File: src/rtl/fir_sa_pkg.sv
package fir_sa_pkg;

   // Smallest signed width able to hold every value in -mag..+mag.
   function automatic int signed_bits_for(input longint mag);
      int n;
      n = 1;
      while ((longint'(1) <<< (n - 1)) <= mag) n++;
      return n;
   endfunction

endpackage

File: src/rtl/fir_sa_delay_line.sv
module fir_sa_delay_line #(
   parameter int DATA_W = 12,
   parameter int DEPTH  = 11
) (
   input  logic                          clk,
   input  logic                          clr,
   input  logic [DATA_W-1:0]             din,
   output logic [DEPTH-1:0][DATA_W-1:0]  taps
);

   if (DEPTH < 1) begin : g_bad_depth
      $error("fir_sa_delay_line: DEPTH must be at least 1");
   end

   for (genvar i = 0; i < DEPTH; i++) begin : g_stage
      if (i == 0) begin : g_head
         always_ff @(posedge clk or posedge clr) begin
            if (clr) taps[0] <= '0;
            else     taps[0] <= din;
         end
      end else begin : g_body
         always_ff @(posedge clk or posedge clr) begin
            if (clr) taps[i] <= '0;
            else     taps[i] <= taps[i-1];
         end
      end
   end

   // Set once an edge has been taken out of clear, so $past is meaningful.
   logic past_ok;
   always_ff @(posedge clk or posedge clr) begin
      if (clr) past_ok <= 1'b0;
      else     past_ok <= 1'b1;
   end

   assert_dl_head_R3: assert property (@(posedge clk) disable iff (clr)
      past_ok |-> taps[0] == $past(din));

   for (genvar j = 1; j < DEPTH; j++) begin : g_chk
      assert_dl_shift_R3: assert property (@(posedge clk) disable iff (clr)
         past_ok |-> taps[j] == $past(taps[j-1]));
   end

endmodule

File: src/rtl/fir_sa_pair_weight.sv
module fir_sa_pair_weight #(
   parameter int DATA_W = 12,
   parameter int OUT_W  = 21,
   parameter int SHIFT  = 0,
   parameter bit NEGATE = 1'b0
) (
   input  logic [DATA_W-1:0] a,
   input  logic [DATA_W-1:0] b,
   output logic [OUT_W-1:0]  term
);

   if (SHIFT < 0 || SHIFT + DATA_W + 1 > OUT_W) begin : g_bad_shift
      $error("fir_sa_pair_weight: SHIFT does not fit in OUT_W");
   end

   localparam int PRE_W = DATA_W + 1;

   logic [PRE_W-1:0] pre_sum;
   logic [OUT_W-1:0] pre_ext;
   logic [OUT_W-1:0] shifted;

   // Pre-add the mirrored samples at one extra bit of width.
   assign pre_sum = {a[DATA_W-1], a} + {b[DATA_W-1], b};
   // Sign-extend the pre-add sum to the output width before shifting.
   assign pre_ext = {{(OUT_W-PRE_W){pre_sum[PRE_W-1]}}, pre_sum};
   assign shifted = pre_ext << SHIFT;

   if (NEGATE) begin : g_sub
      assign term = '0 - shifted;
   end else begin : g_add
      assign term = shifted;
   end

endmodule

File: src/rtl/fir_sa_sum_tree.sv
module fir_sa_sum_tree #(
   parameter int NTERMS = 6,
   parameter int OUT_W  = 21
) (
   input  logic                          clk,
   input  logic                          clr,
   input  logic [NTERMS-1:0][OUT_W-1:0]  terms,
   output logic [OUT_W-1:0]              y
);

   if (NTERMS < 1) begin : g_bad_terms
      $error("fir_sa_sum_tree: NTERMS must be at least 1");
   end

   logic [NTERMS-1:0][OUT_W-1:0] term_q;
   logic [OUT_W-1:0]             acc;

   // Stage 1: register the weighted pair terms.
   always_ff @(posedge clk or posedge clr) begin
      if (clr) term_q <= '0;
      else     term_q <= terms;
   end

   always_comb begin
      acc = '0;
      for (int i = 0; i < NTERMS; i++) acc = acc + term_q[i];
   end

   // Stage 2: register the total.
   always_ff @(posedge clk or posedge clr) begin
      if (clr) y <= '0;
      else     y <= acc;
   end

endmodule

File: src/rtl/fir_shift_add.sv
module fir_shift_add #(
   parameter int               DATA_W              = 12,
   parameter int               NTAPS               = 12,
   parameter int               PAIR_SHIFT[NTAPS/2] = '{1, 4, 3, 5, 4, 7},
   parameter logic [NTAPS/2-1:0] PAIR_NEG          = 6'b001000,
   parameter int               OUT_W               = 21
) (
   input  logic                     clk,
   input  logic                     clr,
   input  logic signed [DATA_W-1:0] x_in,
   output logic signed [OUT_W-1:0]  y_out
);

   localparam int NPAIRS   = NTAPS / 2;
   localparam int DL_DEPTH = NTAPS - 1;

   function automatic longint weight_sum(input bit absolute);
      longint s;
      longint w;
      s = 0;
      for (int k = 0; k < NPAIRS; k++) begin
         w = longint'(1) <<< PAIR_SHIFT[k];
         if (PAIR_NEG[k] && !absolute) w = -w;
         s += 2 * w;
      end
      return s;
   endfunction

   localparam longint ABS_SUM = weight_sum(1'b1);
   localparam longint DC_GAIN = weight_sum(1'b0);
   localparam int     NEED_W  = fir_sa_pkg::signed_bits_for(ABS_SUM <<< (DATA_W - 1));

   if (NTAPS < 2 || (NTAPS % 2) != 0) begin : g_bad_taps
      $error("fir_shift_add: NTAPS must be even and at least 2");
   end
   if (OUT_W < NEED_W) begin : g_bad_width
      $error("fir_shift_add: OUT_W too small for worst-case output");
   end

   logic [DL_DEPTH-1:0][DATA_W-1:0] taps;
   logic [NTAPS-1:0][DATA_W-1:0]    win;
   logic [NPAIRS-1:0][OUT_W-1:0]    terms;
   logic [OUT_W-1:0]                y_raw;

   fir_sa_delay_line #(.DATA_W(DATA_W), .DEPTH(DL_DEPTH)) u_dl (
      .clk  (clk),
      .clr  (clr),
      .din  (x_in),
      .taps (taps)
   );

   // win[k] holds x[n-k]: the live input, then the delay line.
   assign win[0] = x_in;
   for (genvar k = 1; k < NTAPS; k++) begin : g_win
      assign win[k] = taps[k-1];
   end

   for (genvar p = 0; p < NPAIRS; p++) begin : g_pair
      fir_sa_pair_weight #(
         .DATA_W (DATA_W),
         .OUT_W  (OUT_W),
         .SHIFT  (PAIR_SHIFT[p]),
         .NEGATE (PAIR_NEG[p])
      ) u_pw (
         .a    (win[p]),
         .b    (win[NTAPS-1-p]),
         .term (terms[p])
      );
   end

   fir_sa_sum_tree #(.NTERMS(NPAIRS), .OUT_W(OUT_W)) u_sum (
      .clk   (clk),
      .clr   (clr),
      .terms (terms),
      .y     (y_raw)
   );

   assign y_out = $signed(y_raw);

   // Run-length of an unchanging input, used to check the DC gain.
   localparam int RUN_LIM = NTAPS + 3;
   localparam int RUN_W   = $clog2(RUN_LIM + 1);
   logic [RUN_W-1:0] run_len;

   always_ff @(posedge clk or posedge clr) begin
      if (clr)                               run_len <= '0;
      else if (x_in != $signed(taps[0]))     run_len <= '0;
      else if (run_len != RUN_W'(RUN_LIM))   run_len <= run_len + 1'b1;
   end

   assert_dc_gain_R5: assert property (@(posedge clk) disable iff (clr)
      (run_len == RUN_W'(RUN_LIM) && x_in == $signed(taps[0]))
         |-> longint'(y_out) == longint'(x_in) * DC_GAIN);

   assert_clear_zero_R6: assert property (@(posedge clk)
      clr |-> y_out == '0);

endmodule

File: config.mk
export PLATFORM = sky130hd
export DESIGN_NAME = fir_shift_add
export DESIGN_NICKNAME = d
export VERILOG_FILES = /design/src/rtl/fir_sa_pkg.sv /design/src/rtl/fir_sa_delay_line.sv /design/src/rtl/fir_sa_pair_weight.sv /design/src/rtl/fir_sa_sum_tree.sv /design/src/rtl/fir_shift_add.sv
export SDC_FILE = /design/constraint.sdc
export NUM_CORES = 1
export LEC_CHECK = 0
export BUFFER_PORTS_ARGS = -buffer_cell sky130_fd_sc_hd__buf_4
export CORE_AREA = 2 2 141 143
export CTS_BUF_LIST = sky130_fd_sc_hd__clkbuf_4 sky130_fd_sc_hd__clkbuf_8
export DETAILED_ROUTE_END_ITERATION = 6
export DIE_AREA = 0 0 143 145
export GPL_ROUTABILITY_DRIVEN = 0
export HOLD_SLACK_MARGIN = 0.12
export MAX_ROUTING_LAYER = met4
export PLACE_DENSITY = 0.76
export SYNTH_ARGS = -nofsm -noshare
export SYNTH_HDL_FRONTEND = slang
export SYNTH_SLANG_ARGS = --single-unit
File: constraint.sdc
create_clock -name clk -period 13.1 [get_ports clk]
set_input_delay 3.93 -clock clk [delete_from_list [all_inputs] [get_ports clk]]
set_output_delay 3.93 -clock clk [all_outputs]
set_load 0.005 [all_outputs]
==> flow_summary_export.csv, run 1 <==
group,metric,value,unit
worst_setup_path,rr_worst_depth,22,
worst_setup_path,worst_setup_startpoint,"u_sum.term_q[4]$_DFF_PP0_",
worst_setup_path,cp_data_arrival_time,6.24,ns
hold_path,worstHoldPathType,"reg -> reg",
floorplan,start_util,0.591,
placed_design,dp_hpwl,14300,um
timing,max_slew_margin,0.457,
worst_setup_path,maximum_fanout_count_along_the_critical_path,5,
final_layout,finalNonFillerCells,1268,
timing,max_freq,0.171,GHz
timing,final_hold_viol_count,0,
timing,setup_slack_after_layout,7.26,ns
global_routing,grt_busiest_layer,"met2",
worst_setup_path,worstPathRequired,13.49,ns
floorplan,die_width,143,um
timing,worst_pin_slew,0.815,ns
timing,post-route-min-period,5.84,ns
timing,worst_clock_skew,0.0192,ns
clock_network,cts-resized-gates,0,
clock_network,clk_root_buffer_cell,"sky130_fd_sc_hd__clkbuf_8",
clock_network,htree_levels,2,
run_status,status,"complete, no violations",
floorplan,num_io_pins,35,
job,maxCapViolations,0,
placed_design,placed_cells,1203,
synthesis,seq_area_frac_synth,0.509,
final_layout,layout-area-overhead-vs-synth,12.2,%
worst_setup_path,timing.setup.critical_path_class,"reg -> reg",
routing,drt_pass1_iterations,4,
global_routing,largest_net_degree_at_the_start_of_global_routing,120,
global_routing,gr-usage-met3,0.0376,
clock_network,clockBufferDepth,3,
synthesis,synth_area,11400,sq um
global_routing,global_route.usage.total,0.212,
clock_network,postCtsHoldBufs,0,
placed_design,post-place-ws,7.02,ns
global_routing,groute.layer.met1.usage,0.289,
clock_network,clk_pin_slew,0.06,ns
floorplan,design.core.area,19200,sq um
worst_setup_path,critPathLaunchType,"register",
final_layout,final-seq-area,5780,sq um
timing,min_period_over_period,0.446,
synthesis,ys_async_sr_fraction,1.00,
hold_path,min_delay_worst_endpoint,"u_sum.y[2]$_DFF_PP0_",
worst_setup_path,timing.critical_path.to_type,"register",
clock_network,cts.sinks,231,
synthesis,syn-num-nets,1073,
final_layout,antenna-diode-count,0,
worst_setup_path,rr_startpoint,"u_sum.term_q[4]$_DFF_PP0_",
routing,antenna_violating_nets_post_route,0,
hold_path,whs_path_depth,0,
final_layout,final_layout_size_suffix_gt1_frac,0.129,
worst_setup_path,path_cells,"fa_1 -> ha_1 -> fa_1 -> a21o_1 -> a21o_1 -> a21oi_1 -> o21a_1 -> inv_1 -> a21oi_1 -> xnor2_1 -> fa_1 -> inv_1 -> fa_1 -> inv_1 -> ha_1 -> a21o_1 -> a211oi_1 -> o21ai_1 -> a21o_1 -> a21o_1 -> mux2i_1 -> a2111oi_0",
floorplan,fp.dieH,145,um
routing,drcViolationCount,0,
routing,drt-wirelength-per-cell,15.7,um
clock_network,insertion_delay_of_the_later_clocked_pin_in_the_worst_skew_pair,0.53,ns
routing,dr_total_vias,6825,
final_layout,most-common-layout-cells,"231 x sky130_fd_sc_hd__dfrtp_1, 105 x sky130_fd_sc_hd__ha_1, 84 x sky130_fd_sc_hd__inv_1",
hold_path,hp-start,"u_sum.term_q[2]$_DFF_PP0_",
synthesis,yosys_warnings,0,
timing,setup_viol,0,
timing,timing.setup.tns,0,ns
clock_network,cts_setup_buffers,0,
floorplan,die_area,20700,sq um
clock_network,cts_tree,"yes",
timing,report.final.slew_viol_count,0,
routing,drt_first_iter_violations,289,
timing,rsz0062_at_grt,"false",
worst_setup_path,rrSetupSlack,7.26,ns
worst_setup_path,cpPeakStageDelay,0.51,ns
worst_setup_path,critPathSlowestCell,"sky130_fd_sc_hd__fa_1",
worst_setup_path,r2r_end,"u_sum.y[20]$_DFF_PP0_",
final_layout,num-fill-cells,1381,
synthesis,synth.avg_cell_area,12.5,sq um
synthesis,synth_edf_count,0,
floorplan,count_of_standard_cell_rows,51,
global_routing,overflow,0,
final_layout,multi_input_comb_area,5240,sq um
final_layout,final_common_cell,"sky130_fd_sc_hd__dfrtp_1",
global_routing,groute.layer.met2.usage,0.326,
synthesis,synth.ff_latch_count,231,
synthesis,synthesis.instances,906,
global_routing,antenna_violations_before_repair,0,
routing,viasPerCell,5.38,
clock_network,cts_made_buffers,39,
synthesis,post_synth_num_cell_types,63,
global_routing,number_of_global_route_vias_before_repair,7136,
final_layout,fin_nets,1146,
worst_setup_path,worst_path_most_repeated_cell,"sky130_fd_sc_hd__a21o_1",
routing,routed_wirelength,20000,um
placed_design,place.port_buffers,33,
synthesis,synth_flop_cell,"sky130_fd_sc_hd__dfrtp_1",
global_routing,grt_pass1_wl,33700,um
flip-flops by register name, indices dropped and copies added (netlist names):
signal        cells
u_dl.taps       132
u_sum.term_q     79
u_sum.y          20
per-layer routing:
metal / up-vias / wire (um) / share of wire
li1: 3261 / - / -
met5: - / 0 / 0
met4: 0 / 588 / 0.029
met1: 3383 / 9220 / 0.46
met2: 127 / 9450 / 0.47
met3: 54 / 695 / 0.035
synth_stat cells, types with 8 or more instances:
| cell | count | area (sq um) |
|---|---|---|
| sky130_fd_sc_hd__a21oi_1 | 36 | 180 |
| sky130_fd_sc_hd__nand2_1 | 35 | 131 |
| sky130_fd_sc_hd__nand3_1 | 12 | 60.1 |
| sky130_fd_sc_hd__nor2b_1 | 19 | 119 |
| sky130_fd_sc_hd__nor3_1 | 14 | 70.1 |
| sky130_fd_sc_hd__or3_1 | 8 | 50.1 |
| sky130_fd_sc_hd__inv_1 | 85 | 319 |
| sky130_fd_sc_hd__nor2_1 | 37 | 139 |
| sky130_fd_sc_hd__a21o_1 | 24 | 180 |
| sky130_fd_sc_hd__ha_1 | 105 | 1310 |
| sky130_fd_sc_hd__and3_1 | 10 | 62.6 |
| sky130_fd_sc_hd__xor2_1 | 25 | 219 |
| sky130_fd_sc_hd__dfrtp_1 | 231 | 5780 |
| sky130_fd_sc_hd__o21ai_0 | 31 | 155 |
| sky130_fd_sc_hd__fa_1 | 48 | 961 |
| sky130_fd_sc_hd__xnor2_1 | 58 | 508 |
| sky130_fd_sc_hd__o21a_1 | 28 | 210 |
how the worst max path moves through the flow:
stage	end	depth (start not counted)
after floorplan	u_dl.taps[0]$_DFF_PP0_	1
after CTS	u_sum.y[20]$_DFF_PP0_	22
final	u_sum.y[20]$_DFF_PP0_	22
after detailed placement	u_sum.term_q[13]$_DFF_PP0_	11
after global placement	u_sum.term_q[13]$_DFF_PP0_	11
after global routing	u_sum.y[20]$_DFF_PP0_	22
per-stage QoR:
| stage | area [sq um] | hold slack [ns] | utilization |
|---|---|---|---|
| finish | 12700 | 0.347 | 0.664 |
| global route | 12700 | 0.352 | 0.664 |
| CTS | 12700 | 0.354 | 0.664 |
| detailed placement | 11900 | 0.339 | 0.622 |
| global placement | 11900 | 0.334 | 0.622 |
| floorplan | 11400 | 0.331 | - |
logic make-up after synthesis:
kind of cell	Yosys count	share of synthesized area
DFF	231	0.509
AOI/OAI and AO/OA	180	0.113
and+or+nand+nor	166	0.0787
adders and majority gates	153	0.200
buffers and inverters	88	0.0294
xor gates and xnor gates	86	0.0683
other	1	0.000330
muxes	1	0.000881
area by class of cell:
cell class / instances / share of cell area
flip-flops and latches: 231 / 0.454
multi-input cells: 587 / 0.411
clock buffers: 62 / 0.0615
well taps: 265 / 0.0260
inverters: 85 / 0.0256
repair buffers: 35 / 0.0206
clock inverters: 3 / 0.00137
critical path: cells and delay by family, from the launching register on:
| family | cells | cell delay (ns) |
|---|---|---|
| muxes | 1 | 0.13 |
| adders and majority gates | 6 | 2.47 |
| xor gates and xnor gates | 1 | 0.14 |
| DFF | 1 | 0.39 |
| buffers and inverters | 3 | 0.15 |
| AOI/OAI and AO/OA | 11 | 2.43 |
Power of run 1 is left out: the tool's default activity adds up to more than one toggle a clock period on the data nets, which glitch-free logic cannot reach.
==> inputs of run 2 (changes only) <==
- ABC_AREA: not set -> 1
- CORE_AREA: 2 2 141 143 -> 2 2 143 145
- DIE_AREA: 0 0 143 145 -> 0 0 145 147
- clock period: 13.1 -> 5.5 ns (I/O delays scaled with it)
==> flow_summary_export.csv, run 2 <==
group,metric,value,unit
routing,antenna_violating_nets_post_route,0,
worst_setup_path,rr_worst_depth,14,
routing,drt_first_iter_violations,438,
floorplan,design.core.area,19800,sq um
global_routing,largest_net_degree_at_the_start_of_global_routing,176,
timing,final_hold_viol_count,0,
final_layout,layout-area-overhead-vs-synth,11.8,%
timing,max_slew_margin,0.387,
worst_setup_path,worstPathRequired,5.89,ns
routing,drt_pass1_iterations,4,
final_layout,final_layout_size_suffix_gt1_frac,0.100,
clock_network,insertion_delay_of_the_later_clocked_pin_in_the_worst_skew_pair,0.52,ns
final_layout,antenna-diode-count,0,
routing,routed_wirelength,22400,um
final_layout,finalNonFillerCells,1460,
synthesis,synth_edf_count,0,
hold_path,worstHoldPathType,"reg -> reg",
floorplan,num_io_pins,35,
job,maxCapViolations,0,
timing,worst_pin_slew,0.920,ns
clock_network,cts_made_buffers,38,
floorplan,count_of_standard_cell_rows,52,
global_routing,overflow,0,
global_routing,number_of_global_route_vias_before_repair,7916,
synthesis,synth.ff_latch_count,231,
global_routing,global_route.usage.total,0.227,
routing,drt-wirelength-per-cell,15.3,um
worst_setup_path,rr_startpoint,"u_sum.term_q[4]$_DFF_PP0_",
synthesis,ys_top_cells_by_count,"231 x sky130_fd_sc_hd__dfrtp_1, 178 x sky130_fd_sc_hd__nand2_1, 134 x sky130_fd_sc_hd__inv_1",
worst_setup_path,maximum_fanout_count_along_the_critical_path,5,
final_layout,num-fill-cells,1512,
final_layout,final-seq-area,5780,sq um
synthesis,synth.avg_cell_area,10.6,sq um
synthesis,post-synth-top-count-cell,"sky130_fd_sc_hd__dfrtp_1",
run_status,status,"complete, no violations",
synthesis,synth_area,11600,sq um
global_routing,antenna_violations_before_repair,0,
clock_network,cts_tree,"yes",
final_layout,final_common_cell,"sky130_fd_sc_hd__dfrtp_1",
floorplan,die_width,145,um
placed_design,place.port_buffers,33,
synthesis,syn-num-nets,1263,
global_routing,gr-usage-met3,0.0366,
hold_path,min_delay_worst_endpoint,"u_sum.y[1]$_DFF_PP0_",
hold_path,whs_path_depth,0,
synthesis,yosysTopAreaCell,"sky130_fd_sc_hd__dfrtp_1",
routing,viasPerCell,5.16,
routing,dr_total_vias,7538,
timing,report.final.slew_viol_count,0,
timing,timing.setup.tns,0,ns
routing,drcViolationCount,0,
synthesis,synthTopCellsByArea,"sky130_fd_sc_hd__dfrtp_1 50%, sky130_fd_sc_hd__ha_1 11%, sky130_fd_sc_hd__fa_1 8.3%, sky130_fd_sc_hd__nand2_1 5.7%, sky130_fd_sc_hd__inv_1 4.3%",
timing,max_freq,0.213,GHz
worst_setup_path,rrSetupSlack,0.81,ns
synthesis,ys_async_sr_fraction,1.00,
synthesis,yosys_warnings,0,
hold_path,hp-start,"u_sum.term_q[1]$_DFF_PP0_",
global_routing,groute.layer.met1.usage,0.283,
placed_design,dpl_cell_area,12200,sq um
synthesis,post_synth_num_cell_types,35,
final_layout,largestRegisters,"u_dl.taps x132, u_sum.term_q x79, u_sum.y x20",
timing,post-route-min-period,4.69,ns
clock_network,cts.sinks,231,
final_layout,fin_nets,1337,
final_layout,largest_register_ff_count,132,
final_layout,final_area,13000,sq um
clock_network,clk_pin_slew,0.06,ns
synthesis,synth_largest_type_area_fraction,0.497,
floorplan,die_area,21300,sq um
synthesis,synthesis.instances,1096,
timing,setup_viol,0,
final_layout,most-common-layout-cells,"231 x sky130_fd_sc_hd__dfrtp_1, 178 x sky130_fd_sc_hd__nand2_1, 133 x sky130_fd_sc_hd__inv_1",
clock_network,clk_root_buffer_cell,"sky130_fd_sc_hd__clkbuf_8",
placed_design,dp_hpwl,17100,um
worst_setup_path,cp_data_arrival_time,5.08,ns
worst_setup_path,timing.critical_path.to_type,"register",
clock_network,clockBufferDepth,3,
worst_setup_path,timing.setup.critical_path_class,"reg -> reg",
global_routing,grt_busiest_layer,"met2",
timing,min_period_over_period,0.853,
floorplan,start_util,0.586,
worst_setup_path,r2r_end,"u_sum.y[15]$_DFF_PP0_",
timing,worst_clock_skew,0.0280,ns
worst_setup_path,critPathLaunchType,"register",
clock_network,cts-resized-gates,0,
final_layout,multi_input_comb_area,5330,sq um
clock_network,postCtsHoldBufs,0,
clock_network,cts_setup_buffers,0,
global_routing,groute.layer.met2.usage,0.385,
final_layout,regMostFlops,"u_dl.taps",
synthesis,synth_flop_cell,"sky130_fd_sc_hd__dfrtp_1",
synthesis,seq_area_frac_synth,0.497,
clock_network,htree_levels,2,
global_routing,grt_pass1_wl,37100,um
floorplan,fp.dieH,147,um
placed_design,placed_cells,1400,
timing,rsz0062_at_grt,"false",
==> run 2: cell count changes in the layout (fill, tap and decap cells not counted), sizes merged, moves of 10 or more <==
cell | previous run | this run
a21o | 24 | 8
a21oi | 38 | 75
nand2 | 35 | 184
and3 | 10 | 0
xor2 | 25 | 53
o21a | 28 | 0
inv | 85 | 137
nor2b | 19 | 0
o21ai | 34 | 44
nor2 | 37 | 72
xnor2 | 61 | 34
nand3 | 12 | 48
==> run 2: per-stage QoR <==
stage / hold slack (ns) / worst slack, ns / utilization
5_1_grt: 0.347 / 0.572 / 0.655
6_report: 0.347 / 0.807 / 0.655
3_5_place_dp: 0.336 / 0.819 / 0.617
2_1_floorplan: 0.331 / 0.828 / -
4_1_cts: 0.349 / 0.807 / 0.655
3_3_place_gp: 0.335 / 0.859 / 0.617
==> run 2: critical path, cell delays in order (launching register included) <==
cell and delay [ns]:
sky130_fd_sc_hd__dfrtp_1 0.38, sky130_fd_sc_hd__fa_1 0.48, sky130_fd_sc_hd__ha_1 0.25, sky130_fd_sc_hd__fa_1 0.43, sky130_fd_sc_hd__a21oi_1 0.32, sky130_fd_sc_hd__xnor2_1 0.22
sky130_fd_sc_hd__fa_1 0.50, sky130_fd_sc_hd__fa_1 0.49, sky130_fd_sc_hd__ha_1 0.38, sky130_fd_sc_hd__a21oi_1 0.22, sky130_fd_sc_hd__a21boi_0 0.39, sky130_fd_sc_hd__o21ai_0 0.21
sky130_fd_sc_hd__nand3_1 0.10, sky130_fd_sc_hd__nand2_1 0.06, sky130_fd_sc_hd__xor2_1 0.15
==> run 2: layout make-up <==
class | instances | share of cell area
Timing Repair Buffer | 35 | 0.0212
Tap cell | 270 | 0.0260
Clock inverter | 2 | 0.000962
Sequential cell | 231 | 0.445
Inverter | 138 | 0.0401
Clock buffer | 58 | 0.0575
Multi-Input combinational cell | 726 | 0.410
==> run 2: worst max path at each step <==
stage	cells past startpoint	from	slack, ns	end
2_1_floorplan	1	clr	0.83	u_dl.taps[0]$_DFF_PP0_
3_3_place_gp	14	u_sum.term_q[4]$_DFF_PP0_	0.86	u_sum.y[15]$_DFF_PP0_
3_5_place_dp	14	u_sum.term_q[4]$_DFF_PP0_	0.82	u_sum.y[15]$_DFF_PP0_
4_1_cts	14	u_sum.term_q[4]$_DFF_PP0_	0.81	u_sum.y[15]$_DFF_PP0_
5_1_grt	15	u_sum.term_q[7]$_DFF_PP0_	0.57	u_sum.y[15]$_DFF_PP0_
6_report	14	u_sum.term_q[4]$_DFF_PP0_	0.81	u_sum.y[15]$_DFF_PP0_
==> run 2: metal layers <==
metal / wire [um] / part of all wire
met5: 0 / 0
met4: 614 / 0.027
met3: 803 / 0.036
met2: 11000 / 0.49
met1: 9970 / 0.45
==> run 2: logic make-up after synthesis <==
| family | share of synthesized area |
|---|---|
| adders and majority gates | 0.196 |
| xor gates and xnor gates | 0.0655 |
| and+or+nand+nor | 0.122 |
| AOI/OAI and AO/OA | 0.0743 |
| buffers and inverters | 0.0452 |
| DFF | 0.497 |
| other | 0.000322 |
Power of run 2 is left out for the same reason.
